==> config.mk <==
export PLATFORM = sky130hd
export DESIGN_NAME = wcs_store
export DESIGN_NICKNAME = d
export VERILOG_FILES = /design/src/rtl/cs_pkg.sv /design/src/rtl/cs_array.sv /design/src/rtl/cs_parity_chk.sv /design/src/rtl/cs_pipe_reg.sv /design/src/rtl/wcs_store.sv
export SDC_FILE = /design/constraint.sdc
export NUM_CORES = 1
export LEC_CHECK = 0
export ABC_CLOCK_PERIOD_IN_PS = 3050
export BUFFER_PORTS_ARGS = -buffer_cell sky130_fd_sc_hd__buf_2
export CORE_UTILIZATION = 35
export DETAILED_ROUTE_END_ITERATION = 8
export GPL_TIMING_DRIVEN = 1
export HOLD_SLACK_MARGIN = 0.02
export PLACE_DENSITY_LB_ADDON = 0.12
export SLEW_MARGIN = 20
export SYNTH_ARGS = -nofsm -noshare
export SYNTH_HDL_FRONTEND = slang
export SYNTH_SLANG_ARGS = --single-unit
==> constraint.sdc <==
create_clock -name clk -period 3.05 [get_ports clk]
set_input_delay 0.305 -clock clk [delete_from_list [all_inputs] [get_ports clk]]
set_output_delay 0.305 -clock clk [all_outputs]
set_load 0.05 [all_outputs]
==> src/rtl/cs_pkg.sv <==
package cs_pkg;
  typedef enum logic {CS_LOAD = 1'b0, CS_RUN = 1'b1} cs_mode_e;

  localparam int PAR_MAX_W = 256;

  // Even parity bit of a word, zero-extended to PAR_MAX_W bits by the caller
  function automatic logic even_par(input logic [PAR_MAX_W-1:0] v);
    return ^v;
  endfunction
endpackage

==> src/rtl/cs_array.sv <==
module cs_array #(
  parameter int DEPTH  = 64,
  parameter int WORD_W = 24,
  localparam int AW    = $clog2(DEPTH)
) (
  input  logic              clk,
  input  logic              rst,
  input  logic              we,
  input  logic [AW-1:0]     waddr,
  input  logic [WORD_W-1:0] wdata,
  input  logic              wpar,
  input  logic [AW-1:0]     raddr,
  output logic [WORD_W-1:0] rdata,
  output logic              rpar
);
  logic [WORD_W:0] mem [DEPTH];

  // Write lands at the edge, the read is combinational, so a same-edge read sees old data
  always_ff @(posedge clk) begin
    if (we) mem[waddr] <= {wpar, wdata};
  end

  assign {rpar, rdata} = mem[raddr];


  wr_lands_chk: assert property (@(posedge clk) disable iff (rst)
    we |=> mem[$past(waddr)] == $past({wpar, wdata}));
endmodule

==> src/rtl/cs_parity_chk.sv <==
module cs_parity_chk #(
  parameter int WORD_W = 24
) (
  input  logic [WORD_W-1:0] data,
  input  logic              par,
  output logic              mismatch
);
  logic calc;
  assign calc     = cs_pkg::even_par(cs_pkg::PAR_MAX_W'(data));
  assign mismatch = calc != par;
endmodule

==> src/rtl/cs_pipe_reg.sv <==
module cs_pipe_reg #(
  parameter int WORD_W = 24,
  parameter int AW     = 6
) (
  input  logic              clk,
  input  logic              rst,
  input  logic              fetch_en,
  input  logic [WORD_W-1:0] rd_word,
  input  logic              mismatch,
  output logic [WORD_W-1:0] uinst_q,
  output logic [AW-1:0]     nxt_q,
  output logic              err_q
);
  logic err_hit;
  assign err_hit = fetch_en && mismatch;

  always_ff @(posedge clk) begin
    if (rst) begin
      uinst_q <= '0;
      err_q   <= 1'b0;
    end else begin
      uinst_q <= fetch_en ? rd_word : '0;
      if (err_hit) err_q <= 1'b1;
    end
  end

  assign nxt_q = uinst_q[AW-1:0];


  reset_clear_chk: assert property (@(posedge clk)
    rst |=> (uinst_q == '0) && !err_q);

  nop_when_idle_chk: assert property (@(posedge clk) disable iff (rst)
    !fetch_en |=> uinst_q == '0);

  fetch_lands_chk: assert property (@(posedge clk) disable iff (rst)
    fetch_en |=> uinst_q == $past(rd_word));

  err_sticky_chk: assert property (@(posedge clk) disable iff (rst)
    err_q |=> err_q);

  err_cause_chk: assert property (@(posedge clk) disable iff (rst)
    $rose(err_q) |-> $past(fetch_en && mismatch));
endmodule

==> src/rtl/wcs_store.sv <==
module wcs_store #(
  parameter int DEPTH  = 64,
  parameter int WORD_W = 24,
  localparam int AW    = $clog2(DEPTH)
) (
  input  logic              clk,
  input  logic              rst,
  input  logic              run_en,
  input  logic              ld_we,
  input  logic [AW-1:0]     ld_addr,
  input  logic [WORD_W-1:0] ld_data,
  input  logic              ld_par,
  input  logic [AW-1:0]     rd_addr,
  output logic [WORD_W-1:0] uinst_q,
  output logic [AW-1:0]     next_addr_q,
  output logic              par_err
);
  cs_pkg::cs_mode_e mode;
  logic              fetch_en;
  logic [WORD_W-1:0] rd_word;
  logic              rd_par;
  logic              mismatch;

  assign mode     = run_en ? cs_pkg::CS_RUN : cs_pkg::CS_LOAD;
  assign fetch_en = (mode == cs_pkg::CS_RUN);

  cs_array #(.DEPTH(DEPTH), .WORD_W(WORD_W)) u_array (
    .clk(clk), .rst(rst), .we(ld_we), .waddr(ld_addr), .wdata(ld_data),
    .wpar(ld_par), .raddr(rd_addr), .rdata(rd_word), .rpar(rd_par)
  );

  cs_parity_chk #(.WORD_W(WORD_W)) u_par (
    .data(rd_word), .par(rd_par), .mismatch(mismatch)
  );

  cs_pipe_reg #(.WORD_W(WORD_W), .AW(AW)) u_pipe (
    .clk(clk), .rst(rst), .fetch_en(fetch_en), .rd_word(rd_word),
    .mismatch(mismatch), .uinst_q(uinst_q), .nxt_q(next_addr_q), .err_q(par_err)
  );


  collide_old_chk: assert property (@(posedge clk) disable iff (rst)
    (fetch_en && ld_we && ld_addr == rd_addr) |=> uinst_q == $past(rd_word));
endmodule

==> flow_summary.toml, run 1 <==
[job]
cap_violations = 0

[detailed_routing]
drt.antenna.violating_nets = 0
num_vias = 30500
via_per_inst = 5.39
routed_wire_length_per_instance_um = 32.9
drtIter0Drc = 3186
drt_first_pass_iters = 7
route.detailed.drc = 4
totalWireLength_mm = 186

[synthesis]
synth.cell_area_um2 = 62200
ys_ff_latch = 1625
synth.net_count = 2699
synth_area_per_cell_um2 = 23.4
netlist-cell-type-count = 66
ys.warnings.count = 0
synth_top_flop_cell = "edfxtp_1"
post_synth_inst_count = 2658
ys_async_rst_share_pct = 0
seq_area_frac_synth_pct = 78.0
synth_enable_flop_cells = 1600

[hold_path]
hold_start = "ld_data[17]"
worst_hold_path.num_cells = 1
hold_class = "in -> reg"
worst_hold_path.endpoint = "u_array.mem[49][17]"

[finish]
final_layout_size_suffix_gt1_share_pct = 37.2
fin_util_pct = 42.5
final_net_count = 3215
syn2layout_area_growth_pct = 20.4

[timing]
rsz0062_at_grt = "yes"
setup_viol = 1
setup_ws_ps = -168
slew_violations = 0
period_share_pct = 106
timing.setup.tns_ps = -168
final_hold_viols = 0
timing.slew.headroom_pct = 27.9
fin_crit_ps = 3220
max_freq_ghz = 0.311
post_route_clock_skew_ps = 50.5
tightest_slew_ps = 1080

[pwr]
swShare_pct = 22.3
p_leak_nw = 23.8
peak_ir_drop_on_the_vdd_network_v = 0.000557
p_per_area_nw_per_um2 = 644
comb_power_share_pct = 7.1
proportion_of_power_drawn_by_the_clock_network_pct = 41.6
power_total_mw = 48.3
internal-power_mw = 37.5
seq_power_share_pct = 51.3
p_switching_mw = 10.8

[worst_setup_path]
timing.critical_path.to_type = "flip-flop"
critical_path_class = "reg -> reg"
timing.critical_path.from_type = "flip-flop"
ff2ff_path_depth = 12
required_arrival_time_at_the_worst_endpoint_ps = 3770
rr_endpoint = "u_pipe.err_q"
timing.reg2reg.setup_slack_ps = -170
critical_path_arrival_ps = 3940
timing.rr.start = "u_array.mem[24][23]"
cp_max_fanout = 2

[global_routing]
grt_max_degree = 65
grt_first_pass_wirelength_mm = 258
grt_overflow_total = 0
antenna_violations_before_repair = 18
grt_usage_pct = 20.9
first_global_vias = 32200

[floorplan]
core_region_area_um2 = 176000
ios = 72
core.rowCount = 154
die_height_um = 424
initial_core_util_pct = 35.3
die_x_um = 424
dieArea_um2 = 180000

[outcome]
violations = "design-rule violations, negative setup slack"
outcome = "finished, violations left"

[cts]
cts_max_level = 4
cts_root_buf = "clkbuf_16"
clkLatencyLatePin_ps = 820
clock_sink_count = 1625
clock_path_buffers = 3
cts_inserted_buffers = 175
cts.reportedPaths.clkPinSlew_ps = 60
cts_tree = "yes"

[placement]
routabilityCongestion = 0.795
detailedPlacementHpwl_mm = 114
io_buffers = 71
-- kinds of logic after synthesis --
kind of cell / synth area share, %
flip-flops: 78.0
multiplexers: 15.5
AND/OR/NAND/NOR: 1.82
AO/OA/AOI/OAI: 2.49
buffers and inverters: 1.79
XOR/XNOR: 0.406
-- state kept, by name (all words and copies together) (netlist names) --
| name | count |
|---|---|
| u_array.mem | 1600 |
| u_pipe.err_q | 1 |
| u_pipe.uinst_q | 24 |
-- what timing repair did --
action | in CTS | in global routing
resized for setup | 21 | 9
hold endpoints to repair | 180 | 0
hold buffers | 5 | 0
setup endpoints to repair | 1 | 1
pin swaps | 6 | 1
buffers inserted | 2 | 0
-- placed cells by master (no fill, tap or decap), types with 21 or more instances in the layout --
cell and instances:
clkbuf_1 49, clkinv_2 23, buf_4 318, dfxtp_1 25, o22ai_1 22, nor2_1 33, nand3_1 24, nor2_4 53
a21oi_1 44, edfxtp_1 1600, mux4_2 400, nand2_1 21, clkinv_1 37, buf_12 101, clkbuf_16 178, buf_2 65
a22oi_1 103
-- metal layers --
layer,vias up,track usage (%),wire (µm)
met5,-,0,47
met4,8,6.32,5380
met3,223,3.95,10900
met2,928,34.3,91400
met1,16800,28.1,78200
li1,12500,-,-
-- through the flow --
step | setup slack (ps) | cell area, µm² | std cells | hold slack [ps]
global placement | -1440 | 69300 | 5330 | 716
detailed placement | -1310 | 69300 | 5330 | 708
CTS | -168 | 74900 | 5650 | 34.4
floorplan | -12.1 | 62300 | 2658 | 404
finish | -168 | 74900 | 5654 | 68.3
global route | -213 | 74900 | 5650 | 58.5
-- synthesized netlist by cell type (all sizes together) (2+ instances only) --
cell type | number | area, µm²
edfxtp | 1600 | 48000
mux4 | 418 | 9490
a22oi | 108 | 826
buf | 108 | 926
nor2 | 96 | 360
a21oi | 44 | 220
clkbuf | 44 | 175
dfxtp | 25 | 500
nand3 | 25 | 130
o22ai | 25 | 163
nand2 | 21 | 78.8
nor2b | 17 | 114
nor4 | 13 | 166
mux2i | 10 | 100
nand4 | 10 | 62.6
a221oi | 7 | 80.1
xnor2 | 7 | 68.8
xnor3 | 7 | 158
a22o | 6 | 52.6
mux2 | 6 | 67.6
nand2b | 6 | 37.5
nand3b | 6 | 45.0
a211oi | 4 | 47.5
and2 | 4 | 25.0
o221ai | 4 | 41.3
inv | 3 | 11.3
nor3 | 3 | 15.0
o22a | 3 | 26.3
or2 | 3 | 18.8
or3b | 3 | 26.3
xor2 | 3 | 26.3
a311oi | 2 | 17.5
nor3b | 2 | 15.0
o21ai | 2 | 10.0
or3 | 2 | 12.5
-- worst max path at each step --
| stage | startpoint | slack (ps) | endpoint | cells past startpoint |
|---|---|---|---|---|
| global route | u_array.mem[22][3] | -210 | u_pipe.err_q | 8 |
| finish | u_array.mem[24][23] | -170 | u_pipe.err_q | 12 |
| detailed placement | rd_addr[0] | -1310 | u_pipe.err_q | 13 |
| CTS | u_array.mem[44][14] | -170 | u_pipe.err_q | 9 |
| global placement | rd_addr[0] | -1440 | u_pipe.err_q | 13 |
| floorplan | rd_addr[0] | -10 | u_pipe.err_q | 11 |
-- power by group through the flow --
stage               sequential, mW  clock, mW  combinational (mW)
floorplan                     25.3          0                1.57
global placement              25.2          0                3.37
detailed placement            25.2          0                3.40
CTS                           24.8       20.6                3.46
global route                  24.8       21.4                3.59
finish                        24.8       20.1                3.42
-- critical path, cell delays in order (launching register included) --
cell      delay (ps)
edfxtp_1         380
mux4_2           480
o22ai_2          210
buf_4            150
a311o_1          210
a211oi_1          90
buf_4            160
a221oi_2         220
buf_6            200
xnor3_2          400
xnor2_2          190
xnor3_1          340
o22ai_2          100
-- cell type report --
class / count / area, µm²
Timing Repair Buffer: 491 / 4810
Fill cell: 15200 / 101000
Antenna cell: 4 / 10.0
Inverter: 3 / 11.3
Tap cell: 2340 / 2930
Clock buffer: 231 / 4690
Multi-Input combinational cell: 878 / 13200
Clock inverter: 82 / 713
Sequential cell: 1625 / 48500
Note: power is estimated with default switching activity, not from simulation.
==> run 2, diff against run 1 <==
Settings changed: ABC_CLOCK_PERIOD_IN_PS 3050 to 2600.
Clock period 3.05 ns to 2.6 ns, I/O delays scaled along.
==> flow_summary.toml, run 2 (same netlist as run 1, synthesis figures left out) <==
[floorplan]
core.rowCount = 154
core_region_area_um2 = 176000
dieArea_um2 = 180000
die_height_um = 424
die_x_um = 424
ios = 72
initial_core_util_pct = 35.3

[global_routing]
antenna_violations_before_repair = 8
first_global_vias = 32700
grt_first_pass_wirelength_mm = 262
grt_usage_pct = 21.2
grt_overflow_total = 0
grt_max_degree = 65

[finish]
largest_register_ffs = 1600
final_net_count = 3253
top_register = "u_array.mem"
final_design_area_no_fill_um2 = 75400
layout.cells.most_common = "edfxtp_1"
final_layout_size_suffix_gt1_share_pct = 38.0
largestRegisters = "u_array.mem x1600, u_pipe.uinst_q x24, u_pipe.err_q x1"
syn2layout_area_growth_pct = 21.1
most-common-layout-cells = "edfxtp_1 (1600), mux4_2 (399), buf_4 (345), clkbuf_16 (184)"

[timing]
setup_ws_ps = -612
timing.slew.headroom_pct = 38.0
tightest_slew_ps = 930
slew_violations = 0
post_route_clock_skew_ps = 27.9
fin_crit_ps = 3210
final_hold_viols = 0
timing.setup.tns_ps = -612
max_freq_ghz = 0.311
rsz0062_at_grt = "yes"
setup_viol = 1
period_share_pct = 124

[detailed_routing]
via_per_inst = 5.39
num_vias = 30700
drtIter0Drc = 2935
drt_first_pass_iters = 7
routed_wire_length_per_instance_um = 33.2
route.detailed.drc = 2
drt.antenna.violating_nets = 0
totalWireLength_mm = 189

[worst_setup_path]
required_arrival_time_at_the_worst_endpoint_ps = 3330
cp_max_fanout = 2
timing.critical_path.from_type = "flip-flop"
critical_path_arrival_ps = 3940
worst_setup_path_startpoint = "u_array.mem[57][8]"
timing.critical_path.to_type = "flip-flop"
timing.rr.start = "u_array.mem[57][8]"
critical_path_class = "reg -> reg"

[cts]
clkLatencyLatePin_ps = 810
clock_path_buffers = 3
cts_root_buf = "clkbuf_16"
clock_sink_count = 1625
cts_tree = "yes"
cts_inserted_buffers = 177
cts_max_level = 4
cts.reportedPaths.clkPinSlew_ps = 60

[pwr]
p_per_area_nw_per_um2 = 762
p_leak_nw = 24.0
peak_ir_drop_on_the_vdd_network_v = 0.000688

[outcome]
outcome = "finished, violations left"
violations = "design-rule violations, negative setup slack"

[hold_path]
hold_class = "in -> reg"
hold_start = "ld_data[18]"

[placement]
routabilityCongestion = 0.813
io_buffers = 71
place_ws_ps = -1880
detailedPlacementHpwl_mm = 117
placed_area_um2 = 69600

[job]
cap_violations = 0
## run 2: cell count changes in the layout (fill, tap and decap cells not counted), sizes merged
cell and change:
clkinvlp +2, clkbuf -13, diode -3, bufinv +8, clkinv +9, dlygate4sd3 +5
inv +1, buf +31
## run 2: timing repair
| item | in CTS | in global routing |
|---|---|---|
| pin swaps | 3 | 1 |
| gates resized for setup | 11 | 0 |
| endpoints found under the setup margin | 2 | 1 |
| setup buffers | 1 | 0 |
| hold buffers | 9 | 1 |
| endpoints found under the hold margin | 147 | 2 |
## run 2: routing by layer
layer | track usage, % | vias to the layer above | wire [µm] | share of wire, %
li1 | - | 12600 | - | -
met1 | 28.9 | 17000 | 81100 | 43
met2 | 35.4 | 933 | 94100 | 50
met3 | 3.59 | 212 | 10000 | 5.3
met4 | 4.94 | 0 | 3670 | 1.9
met5 | 0 | - | 0 | 0
## run 2: power by group
part	switching, mW	internal, mW	total [mW]
sequential	0.0593	29.0	29.0
clock	10.2	14.2	24.5
combinational	2.28	1.67	3.95
## run 2: final cells by class
cell class	count	area [µm²]
multi-input combinational	878	13200
tap	2340	2930
clock buffer	218	4730
sequential	1625	48500
fill	15200	101000
clock inverter	102	867
timing repair buffer	527	5130
inverter	3	11.3
antenna	1	2.50
## run 2: worst paths after layout
path	cells after the start	end	slack [ps]
worst min-delay path	1	u_array.mem[18][18]	80
worst max-delay path	9	u_pipe.err_q	-610
worst max register to register	9	u_pipe.err_q	-610
worst min register to register	2	u_pipe.err_q	640
## run 2: worst max-delay path, stage by stage (launching register included)
cell      delay (ps)
edfxtp_1         350
mux4_1           510
mux4_2           580
a22o_4           320
a221oi_4         220
xnor2_1          170
xnor3_2          350
xnor2_2          180
xnor3_1          340
o22ai_2          100
## run 2: metrics by stage
step	instances	util [%]	hold slack (ps)	power [mW]
floorplan	2658	-	359	31.5
CTS	5692	42.8	25.2	58.1
global route	5693	42.8	69.0	59.1
finish	5694	42.8	75.9	57.5
detailed placement	5362	39.5	604	33.6
global placement	5362	39.5	612	33.5
